[src/rtl/clkmode_pkg.sv]
// Package: shared mode encoding for the clock mode controller.
// Assumes: four modes, two-bit encoding.
package clkmode_pkg;
    typedef enum logic [1:0] {
        ST_SUB  = 2'd0,
        ST_WAIT = 2'd1,
        ST_MAIN = 2'd2,
        ST_STOP = 2'd3
    } mode_t;
endpackage

[src/rtl/clkmode_waitcnt.sv]
// Stabilization wait counter. A load sets it to 2^E-1 for the selected
// exponent, and it counts down to zero. expire is high in the final
// cycle, so a wait lasts exactly 2^E edges from the load edge.
// Assumes: load is never raised while a wait is running.
module clkmode_waitcnt #(
    parameter int SEL_W = 2,
    parameter int EXP0  = 2,
    parameter int EXP1  = 12,
    parameter int EXP2  = 14,
    parameter int EXP3  = 16
) (
    input  logic             clk,
    input  logic             rst_n,
    input  logic [SEL_W-1:0] rst_sel,
    input  logic             load,
    input  logic [SEL_W-1:0] load_sel,
    input  logic             clear,
    output logic             expire
);
    localparam int MAXE  = (EXP0 > EXP1 ? EXP0 : EXP1) > (EXP2 > EXP3 ? EXP2 : EXP3)
                         ? (EXP0 > EXP1 ? EXP0 : EXP1) : (EXP2 > EXP3 ? EXP2 : EXP3);
    localparam int CNT_W = MAXE + 1;

    logic [CNT_W-1:0] cnt;
    logic             busy;

    // Map a select code to its counter preset value (2^E - 1).
    function automatic logic [CNT_W-1:0] preset(input logic [SEL_W-1:0] s);
        int e;
        case (s)
            2'd0:    e = EXP0;
            2'd1:    e = EXP1;
            2'd2:    e = EXP2;
            default: e = EXP3;
        endcase
        return CNT_W'((64'd1 << e) - 64'd1);
    endfunction

    // Load, abort or count down the wait.
    always_ff @(posedge clk) begin
        if (!rst_n) begin
            cnt  <= preset(rst_sel);
            busy <= 1'b1;
        end else if (clear) begin
            cnt  <= '0;
            busy <= 1'b0;
        end else if (load) begin
            cnt  <= preset(load_sel);
            busy <= 1'b1;
        end else if (busy) begin
            if (cnt == '0) busy <= 1'b0;
            else           cnt  <= cnt - 1'b1;
        end
    end

    // Signal the last cycle of a running wait.
    always_comb expire = busy && (cnt == '0) && !clear && !load;

    assert_count_step_R3: assert property (@(posedge clk) disable iff (!rst_n)
        (busy && !clear && !load && cnt != '0) |=> (busy && cnt == $past(cnt) - 1'b1));
    assert_abort_idle_R6: assert property (@(posedge clk) disable iff (!rst_n)
        clear |=> !expire);
endmodule

[src/rtl/clkmode_regs.sv]
// Register fields: speed select, mode select and wait select.
// A write that would change the wait select during a wait is refused,
// and wsel_err flags it for one cycle. go_sub / go_main decode the
// mode-select write, taking the single-clock option into account.
// Assumes: the written fields arrive already sliced from the data word.
module clkmode_regs #(
    parameter int CS_W = 2,
    parameter int WS_W = 2
) (
    input  logic            clk,
    input  logic            rst_n,
    input  logic [WS_W-1:0] rst_wsel,
    input  logic            single_clk,
    input  logic            wr_en,
    input  logic [CS_W-1:0] wr_cs,
    input  logic            wr_scs,
    input  logic [WS_W-1:0] wr_wsel,
    input  logic            waiting,
    output logic [CS_W-1:0] cs,
    output logic            scs,
    output logic [WS_W-1:0] wsel,
    output logic            wsel_err,
    output logic            go_sub,
    output logic            go_main
);
    logic wsel_rej;

    // Decode mode requests and refused wait-select writes.
    always_comb begin
        go_sub   = wr_en && !wr_scs && !single_clk;
        go_main  = wr_en && (wr_scs || single_clk);
        wsel_rej = wr_en && waiting && (wr_wsel != wsel);
    end

    // Hold the register fields and the error flag.
    always_ff @(posedge clk) begin
        if (!rst_n) begin
            cs       <= '0;
            scs      <= 1'b1;
            wsel     <= rst_wsel;
            wsel_err <= 1'b0;
        end else begin
            wsel_err <= wsel_rej;
            if (wr_en) begin
                cs  <= wr_cs;
                scs <= wr_scs || single_clk;
                if (!wsel_rej) wsel <= wr_wsel;
            end
        end
    end

    assert_wsel_locked_R7: assert property (@(posedge clk) disable iff (!rst_n)
        (wr_en && waiting && wr_wsel != wsel) |=> ($stable(wsel) && wsel_err));
    assert_single_scs_R9: assert property (@(posedge clk) disable iff (!rst_n)
        (wr_en && single_clk) |=> scs);
endmodule

[src/rtl/clkmode_fsm.sv]
// Mode sequencer: subclock, stabilization wait, main, main-stop.
// A request for subclock wins over every other event in every mode.
// Assumes: expire comes from the wait counter this sequencer loads.
module clkmode_fsm
    import clkmode_pkg::*;
(
    input  logic clk,
    input  logic rst_n,
    input  logic go_sub,
    input  logic go_main,
    input  logic stop_req,
    input  logic wakeup,
    input  logic expire,
    output logic load,
    output logic clear,
    output logic in_sub,
    output logic waiting,
    output logic mon,
    output logic main_sel
);
    mode_t state, nxt;

    // Choose the next mode and the counter commands.
    always_comb begin
        nxt   = state;
        load  = 1'b0;
        clear = 1'b0;
        if (go_sub) begin
            nxt   = ST_SUB;
            clear = 1'b1;
        end else begin
            case (state)
                ST_SUB:  if (go_main)  begin nxt = ST_WAIT; load = 1'b1; end
                ST_WAIT: if (expire)   nxt = ST_MAIN;
                ST_MAIN: if (stop_req) nxt = ST_STOP;
                ST_STOP: if (wakeup)   begin nxt = ST_WAIT; load = 1'b1; end
                default: nxt = ST_SUB;
            endcase
        end
    end

    // Register the mode; reset enters a stabilization wait.
    always_ff @(posedge clk) begin
        if (!rst_n) state <= ST_WAIT;
        else        state <= nxt;
    end

    // Decode status outputs from the mode.
    always_comb begin
        in_sub   = (state == ST_SUB);
        waiting  = (state == ST_WAIT);
        mon      = (state == ST_MAIN);
        main_sel = (state == ST_MAIN) || (state == ST_STOP);
    end

    assert_sub_entry_R2: assert property (@(posedge clk) disable iff (!rst_n)
        go_sub |=> (!mon && !main_sel));
    assert_wait_end_R3: assert property (@(posedge clk) disable iff (!rst_n)
        (waiting && expire && !go_sub) |=> mon);
    assert_mon_src_R8: assert property (@(posedge clk) disable iff (!rst_n)
        mon |-> main_sel);
    assert_wake_ignored_R10: assert property (@(posedge clk) disable iff (!rst_n)
        (mon && wakeup && !stop_req && !go_sub) |=> mon);
endmodule

[src/rtl/clkmode_ctrl.sv]
// Top of the clock mode controller. Places the register fields at their
// bit positions, steers the wait length (the written field when leaving
// subclock, otherwise the stored one) and connects the sequencer and
// the wait counter.
// Assumes: an 8-bit register; bits 6:5 read as zero.
module clkmode_ctrl #(
    parameter int DW   = 8,
    parameter int CS_W = 2,
    parameter int WS_W = 2,
    parameter int EXP0 = 2,
    parameter int EXP1 = 12,
    parameter int EXP2 = 14,
    parameter int EXP3 = 16
) (
    input  logic            clk,
    input  logic            rst_n,
    input  logic [WS_W-1:0] opt_wsel,
    input  logic            single_clk,
    input  logic            wr_en,
    input  logic [DW-1:0]   wr_data,
    input  logic            stop_req,
    input  logic            wakeup,
    output logic [DW-1:0]   rd_data,
    output logic            main_sel,
    output logic [CS_W-1:0] spd_sel,
    output logic            mon,
    output logic            wsel_err
);
    localparam int SCS_POS = CS_W;
    localparam int WS_LSB  = CS_W + 1;
    localparam int MON_POS = DW - 1;
    localparam int PAD_W   = MON_POS - (WS_LSB + WS_W);

    logic [CS_W-1:0] cs;
    logic            scs;
    logic [WS_W-1:0] wsel;
    logic [WS_W-1:0] load_sel;
    logic            go_sub, go_main, load, clear, expire, in_sub, waiting;

    clkmode_regs #(.CS_W(CS_W), .WS_W(WS_W)) u_regs (
        .clk(clk), .rst_n(rst_n), .rst_wsel(opt_wsel), .single_clk(single_clk),
        .wr_en(wr_en), .wr_cs(wr_data[CS_W-1:0]), .wr_scs(wr_data[SCS_POS]),
        .wr_wsel(wr_data[WS_LSB +: WS_W]), .waiting(waiting),
        .cs(cs), .scs(scs), .wsel(wsel), .wsel_err(wsel_err),
        .go_sub(go_sub), .go_main(go_main)
    );

    clkmode_fsm u_fsm (
        .clk(clk), .rst_n(rst_n), .go_sub(go_sub), .go_main(go_main),
        .stop_req(stop_req), .wakeup(wakeup), .expire(expire),
        .load(load), .clear(clear), .in_sub(in_sub), .waiting(waiting),
        .mon(mon), .main_sel(main_sel)
    );

    // Pick the wait length: the written field on a subclock exit.
    always_comb load_sel = in_sub ? wr_data[WS_LSB +: WS_W] : wsel;

    clkmode_waitcnt #(.SEL_W(WS_W), .EXP0(EXP0), .EXP1(EXP1), .EXP2(EXP2), .EXP3(EXP3)) u_wait (
        .clk(clk), .rst_n(rst_n), .rst_sel(opt_wsel), .load(load),
        .load_sel(load_sel), .clear(clear), .expire(expire)
    );

    // Assemble the read value and the speed select.
    always_comb begin
        rd_data = {mon, {PAD_W{1'b0}}, wsel, scs || single_clk, cs};
        spd_sel = cs;
    end

    assert_stop_src_R8: assert property (@(posedge clk) disable iff (!rst_n)
        (mon && stop_req && !wr_en) |=> (!mon && main_sel));
endmodule

[config.mk]
export PLATFORM = sky130hd
export DESIGN_NAME = clkmode_ctrl
export DESIGN_NICKNAME = d
export VERILOG_FILES = /design/src/rtl/clkmode_pkg.sv /design/src/rtl/clkmode_waitcnt.sv /design/src/rtl/clkmode_regs.sv /design/src/rtl/clkmode_fsm.sv /design/src/rtl/clkmode_ctrl.sv
export SDC_FILE = /design/constraint.sdc
export NUM_CORES = 1
export LEC_CHECK = 0
export BUFFER_PORTS_ARGS = -buffer_cell sky130_fd_sc_hd__buf_2
export CAP_MARGIN = 20
export CORE_ASPECT_RATIO = 0.9
export CORE_MARGIN = 5
export CORE_UTILIZATION = 41
export DETAILED_ROUTE_END_ITERATION = 8
export MAX_ROUTING_LAYER = met4
export PLACE_DENSITY = 0.6
export SYNTH_ARGS = -nofsm -noshare
export SYNTH_HDL_FRONTEND = slang
export SYNTH_SLANG_ARGS = --single-unit
[constraint.sdc]
create_clock -name clk -period 4.5 [get_ports clk]
set_input_delay 0.9 -clock clk [delete_from_list [all_inputs] [get_ports clk]]
set_output_delay 0.9 -clock clk [all_outputs]
set_load 0.02 [all_outputs]
=== Word-level counts from Yosys, hierarchy flattened ===
Cells that the tools add are included.

* Input bits: 16
* Flip-flop bits (word level): 26

* Equality and inequality tests: 20
* Muxes and demuxes: 30
* Add/sub/neg operators: 3
* Reduce and logical (&&, ||, !) cells: 24
* Bitwise gates (word level): 1
* Shift operators: 2

{| class="wikitable"
|+ Operators with widths
! kind !! number
|-
| 32-bit two-way mux || 4
|-
| 17-bit two-way mux || 5
|-
| 1-bit by 32-bit left shift with 17-bit output (first input constant) || 2
|-
| 17-bit by 1-bit subtractor with 17-bit output (second input constant) || 3
|-
| 5-bit one-hot mux with 3 select lines || 2
|-
| 17-bit logical NOT || 1
|-
| 2-bit two-way mux || 8
|-
| 2-bit != test (second input constant) || 5
|-
| 1-bit two-way mux || 9
|-
| 3-bit != test (second input constant) || 3
|-
| 2-bit equality test (second input constant) || 4
|-
| 1-bit logical AND || 8
|-
| 2-bit one-hot mux with 4 select lines || 1
|-
| 4-bit AND reduction || 2
|-
| 2-bit by 1-bit equality test with 1-bit output (second input constant) || 3
|-
| 2-bit logical NOT || 3
|-
| 1-bit logical NOT || 4
|-
| 4-bit by 1-bit != test with 1-bit output (second input constant) || 1
|-
| 4-bit by 2-bit != test with 1-bit output (second input constant) || 1
|-
| 2-bit AND reduction || 2
|-
| 1-bit logical OR || 3
|-
| 3-bit by 2-bit != test with 1-bit output (second input constant) || 1
|-
| 2-bit by 1-bit != test with 1-bit output (second input constant) || 1
|-
| 2-bit != test || 1
|-
| other kinds (3) || 3
|}

=== Depth between registers and ports, before layout ===
* Depth after elaboration: 13
* Gate-level depth with buffers: 13
* Gate-level depth less buffers: 12

=== Cells and area by module ===
From an unflattened synthesis, not the netlist that was laid out.

* Cells, all modules: 183
* Area total of the unflattened synthesis: 1747.9 µm²

{| class="wikitable"
|+ Modules (own cells, without submodules)
! module !! area each (µm²) !! cells an instance !! instances !! sequential area each (µm²)
|-
| clkmode_waitcnt || 1188.6 || 128 || 1 || 530.5
|-
| clkmode_regs || 256.5 || 24 || 1 || 140.1
|-
| clkmode_fsm || 232.7 || 22 || 1 || 40.0
|-
| clkmode_ctrl || 70.1 || 9 || 1 || 0.0
|}

=== Worst setup path before layout ===
Ideal clock, no wire load.

* Path type: input to register
* From: input port wr_en
* To: register u_wait.cnt[8] (data pin)
* Data arrival time: 3.264 ns
* Cell stages on the path: 13
* Path slack: 0.964 ns
* Library setup time: 0.272 ns
* Buffers on the path: 3
* Cells stage by stage: buf_4 nor3b_4 buf_6 a211o_1 buf_6 nand2_1 ha_1 or4b_4 or4_1 a22oi_1 o21ai_0 nand2_1 nand2_1

* Longest elaborated chain between the ends: 7

{| class="wikitable"
|+ Ends and longest elaborated chain
! item !! RTL line !! source
|-
| from (decl) || clkmode_ctrl.sv:19 || <nowiki>input logic wr_en,</nowiki>
|-
| 1-bit logical AND || clkmode_regs.sv:31 || <nowiki>go_main = wr_en && (wr_scs || single_clk);</nowiki>
|-
| 1-bit two-way mux || clkmode_fsm.sv:33 || <nowiki>ST_SUB: if (go_main) begin nxt = ST_WAIT; load = 1'b1; end</nowiki>
|-
| 1-bit one-hot mux with 2 select lines || clkmode_fsm.sv:32 || <nowiki>case (state)</nowiki>
|-
| 1-bit two-way mux || clkmode_fsm.sv:28 || <nowiki>if (go_sub) begin</nowiki>
|-
| 17-bit two-way mux || clkmode_waitcnt.sv:47 || <nowiki>end else if (load) begin</nowiki>
|-
| 17-bit two-way mux * || clkmode_waitcnt.sv:44 || <nowiki>end else if (clear) begin</nowiki>
|-
| 17-bit two-way mux * || clkmode_waitcnt.sv:41 || <nowiki>if (!rst_n) begin</nowiki>
|-
| to (signal assigned) || clkmode_waitcnt.sv:42 || <nowiki>cnt <= preset(rst_sel);</nowiki>
|-
| to (signal assigned) || clkmode_waitcnt.sv:48 || <nowiki>cnt <= preset(load_sel);</nowiki>
|-
| to (signal assigned) || clkmode_waitcnt.sv:52 || <nowiki>else cnt <= cnt - 1'b1;</nowiki>
|-
| to (decl) || clkmode_waitcnt.sv:24 || <nowiki>logic [CNT_W-1:0] cnt;</nowiki>
|}

Mark *: on every way between the ends. The rest lies on a longest branch, timed or not.
A chain may end at the register's enable or synchronous reset.

=== Worst setup path after layout ===
* From: register u_fsm.state[0]
* To: register u_wait.cnt[8] (data pin)

* Longest elaborated chain between the ends: 12

{| class="wikitable"
|+ Ends and longest elaborated chain
! item !! RTL line !! source
|-
| from (decl) || clkmode_fsm.sv:21 || <nowiki>mode_t state, nxt;</nowiki>
|-
| from (signal assigned) || clkmode_fsm.sv:45 || <nowiki>else state <= nxt;</nowiki>
|-
| 2-bit logical NOT || clkmode_fsm.sv:32, clkmode_fsm.sv:50 ||
|-
| 2-bit two-way mux || clkmode_ctrl.sv:56 || <nowiki>always_comb load_sel = in_sub ? wr_data[WS_LSB +: WS_W] : wsel;</nowiki>
|-
| 2-bit equality test (tied with other cells) || clkmode_waitcnt.sv:30 || <nowiki>case (s)</nowiki>
|-
| 5-bit one-hot mux with 3 select lines || clkmode_waitcnt.sv:30 ||
|-
| 32-bit two-way mux || clkmode_waitcnt.sv:47 ||
|-
| 32-bit two-way mux || clkmode_waitcnt.sv:44 ||
|-
| 32-bit two-way mux || clkmode_waitcnt.sv:41 ||
|-
| 1-bit by 32-bit left shift with 17-bit output || clkmode_waitcnt.sv:36 || <nowiki>return CNT_W'((64'd1 << e) - 64'd1);</nowiki>
|-
| 17-bit by 1-bit subtractor with 17-bit output || clkmode_waitcnt.sv:36 ||
|-
| 17-bit two-way mux * || clkmode_waitcnt.sv:47 ||
|-
| 17-bit two-way mux * || clkmode_waitcnt.sv:44 ||
|-
| 17-bit two-way mux * || clkmode_waitcnt.sv:41 ||
|}

Mark *: on every way between the ends. The rest lies on a longest branch, timed or not. The select of a mux whose other input is x is not followed.

==> impl_metrics.json <==
{
  "die_y_um": 73.3,
  "antenna_found_initial": 0,
  "rr_startpoint": "u_fsm.state[0]",
  "hold_depth": 2,
  "synth_warnings": 0,
  "drv_slew": 0,
  "port-buffer-count": 23,
  "worst_hold_slack_ps": 509,
  "die_x_um": 80.4,
  "cp_num_cells": 12,
  "cts_buffer_depth": 2,
  "ir_drop_mv": 0.167,
  "drt-vias-per-instance": 5.15,
  "min_period_ps": 3630,
  "status": "complete, no violations",
  "pwr_density_cell_nw_per_um2": 391,
  "cp_max_fo": 12,
  "row_count": 23,
  "crit_buf_inv": 1,
  "synth-xor-area-share_pct": 7.19,
  "path_cells": "inv_1 > ha_1 > o211ai_2 > a211o_1 > nand2_1 > ha_1 > or4b_4 > or4_1 > a22oi_1 > o21ai_0 > nand2_1 > nand2_1",
  "cts_made_buffers": 3,
  "wirelength_um": 3770,
  "worstMarginPinSlew_ps": 764,
  "regToRegEndpoint": "u_wait.cnt[8]",
  "synth.yosys.seq_area_share_pct": 38.9,
  "diodes": 0,
  "synth_compound_area_share_pct": 17.7,
  "rsz0062_at_grt": "no",
  "yosys_register_bits": 26,
  "rrSetupSlack_ps": 870,
  "r2r_cells": 12,
  "grt_pass1_vias": 1364,
  "max_slew_margin_pct": 48.9,
  "wl_per_cell_um": 13.8,
  "synth.area.mux_share_pct": 3.35,
  "fin_crit_sh_pct": 80.6,
  "grt_max_degree": 19,
  "synth-async-reset-ratio_pct": 0,
  "cts_tree": "built",
  "hold_buffers": 0,
  "drc": 0,
  "p_leak_nw": 0.811,
  "coreArea_um2": 4370,
  "critical_path_required_ps": 4520,
  "nFillCells": 464,
  "grt_use_total_pct": 14.5,
  "cp_top_family": "simple AND/OR/NAND/NOR gates",
  "place_inst": 269,
  "crit_type": "register to register",
  "startpoint_type": "register",
  "clock_sinks": 26,
  "finalSetupTns_ps": 0,
  "dp_hpwl_um": 2770,
  "syn_inst": 197,
  "grt_overflow": 0,
  "synth_edf_count": 19,
  "min_from": "u_regs.scs",
  "finClkSkew_ps": 7.11,
  "clock.fmax_mhz": 276,
  "synthToLayoutAreaGrowth_pct": 8.69,
  "wl_met3_um": 146,
  "antenna_left": 0,
  "path_clk_slew_ps": 100,
  "place.gp.congestion": 0.757,
  "grt_pass1_wl_um": 6470,
  "die_area_um2": 5900,
  "ys.flop_type": "edfxtp_1",
  "holdPathEnd": "u_regs.scs",
  "netlist_top_cells_area": "edfxtp_1 31%, dfxtp_1 7.7%, o21ai_0 6.0%, xor2_1 5.3%, nand2_1 5.1%",
  "h-tree-depth": 1,
  "drt_iter0_drc": 65,
  "drv_cap": 0,
  "stdcell_count": 273,
  "hold_viol_final": 0,
  "met1_length_um": 1930,
  "synth_adder_area_share_pct": 4.11,
  "clk_latency_ps": 280,
  "synth.avg_cell_area_um2": 9.28,
  "synthesis.area_um2": 1830,
  "cts.repair.resized": 0,
  "cpPeakStageDelay_ps": 530,
  "dr_wl_met2_um": 1670,
  "end_kind": "register",
  "cts_setup_buffers": 0,
  "start_util_pct": 41.8,
  "cp_slowest_cell": "or4b_4",
  "highest_layer": "met4",
  "fin_nets": 234,
  "finalSetupViolCount": 0,
  "firstDrtPassIters": 4,
  "yosys.area.top_type": "edfxtp_1",
  "drive_gt1_share_pct": 17.5,
  "cp.arrival_ps": 3640,
  "vias": 1407,
  "cp_common_cell": "nand2_1",
  "ctsRootBufferMaster": "clkbuf_8",
  "yosysTopAreaCellShare_pct": 31.2,
  "worst_hold_path_type": "register to register",
  "ios": 29,
  "synth_top_family_by_area": "simple AND/OR/NAND/NOR gates",
  "ys_types": 53,
  "synth_simple_gate_area_share_pct": 22.1
}
## synth_stat cells (all sizes together) (2+ instances only)
cell,number
buf,11
a22oi,4
a211oi,2
ha,6
nand2b,4
nand3,5
nor2,14
nor3,5
o21ai,23
clkbuf,3
o21a,2
a21o,2
xnor2,4
or3,2
or4,4
nor3b,2
o211ai,2
dfxtp,7
nand2,25
inv,7
a21oi,4
a31oi,3
edfxtp,19
nand3b,3
xor2,11
or2,2
mux2i,5
nor2b,3
## worst min-delay path, delay by kind of cell, from the launching register on
kind / cells / cell delay, ps
compound gates: 1 / 70
flops: 1 / 320
simple gates: 1 / 80
## area by class of cell
class	count	area [µm²]	area share (%)
Tap cell	62	77.6	3.90
Sequential cell	26	711	35.8
Multi-Input combinational cell	151	1000	50.4
Inverter	7	26.3	1.32
Clock buffer	4	55.1	2.77
Timing Repair Buffer	23	115	5.79
## through the flow
step / setup WS (ps) / power, mW / utilization, % / instance area, µm²
final: 871 / 0.776 / 45.4 / 1990
after global placement: 705 / 0.621 / 44.2 / 1930
after detailed placement: 687 / 0.624 / 44.2 / 1930
after floorplan: 964 / 0.566 / - / 1830
after global routing: 608 / 0.839 / 45.4 / 1990
after CTS: 851 / 0.784 / 45.4 / 1990
## how the worst max path moves through the flow
stage	start	end	slack [ps]
floorplan	wr_en	u_wait.cnt[8]	960
global placement	wr_en	u_wait.cnt[8]	710
detailed placement	wr_en	u_wait.cnt[8]	690
global route	u_fsm.state[0]	u_wait.cnt[8]	610
CTS	u_fsm.state[0]	u_wait.cnt[8]	850
finish	u_fsm.state[0]	u_wait.cnt[8]	870
## cell families (layout without fill, tap and decap cells)
kind of cell / count (synthesis) / after routing
multiplexers: 6 / 6
adder cells (fa/ha/maj): 6 / 6
AND/OR/NAND/NOR: 73 / 73
buffers and inverters: 21 / 34
AO/OA/AOI/OAI: 49 / 49
XOR/XNOR: 15 / 15
flip-flops: 26 / 26
other: 1 / 2
## placed cells by master, fill, tap and decap left out, types with 5 or more instances in the layout
cell | synthesis | final
nor2_1 | 13 | 13
xor2_1 | 11 | 11
nand2_1 | 25 | 25
edfxtp_1 | 19 | 19
buf_2 | 2 | 23
o21ai_0 | 22 | 22
mux2i_1 | 5 | 5
dfxtp_1 | 7 | 7
inv_1 | 7 | 7
ha_1 | 6 | 6
## where the power goes
group	internal (mW)	switching (mW)
registers	0.311	0.0417
clock network	0.0785	0.0792
logic	0.107	0.159
total	0.496	0.280
## per-layer routing
metal,track usage (%),up-vias
li1,-,726
met1,19.3,653
met2,22.5,24
met3,3.31,4
met4,3.38,0
met5,-,-
## sequential cells by signal (all words and copies together), names as in the netlist, named ones only
signal / count
u_wait.cnt: 16
u_fsm.state: 2
u_regs.cs: 2
u_regs.wsel: 2
u_regs.scs: 1
u_regs.wsel_err: 1
u_wait.busy: 1
Power figures use the tool's default switching activity.
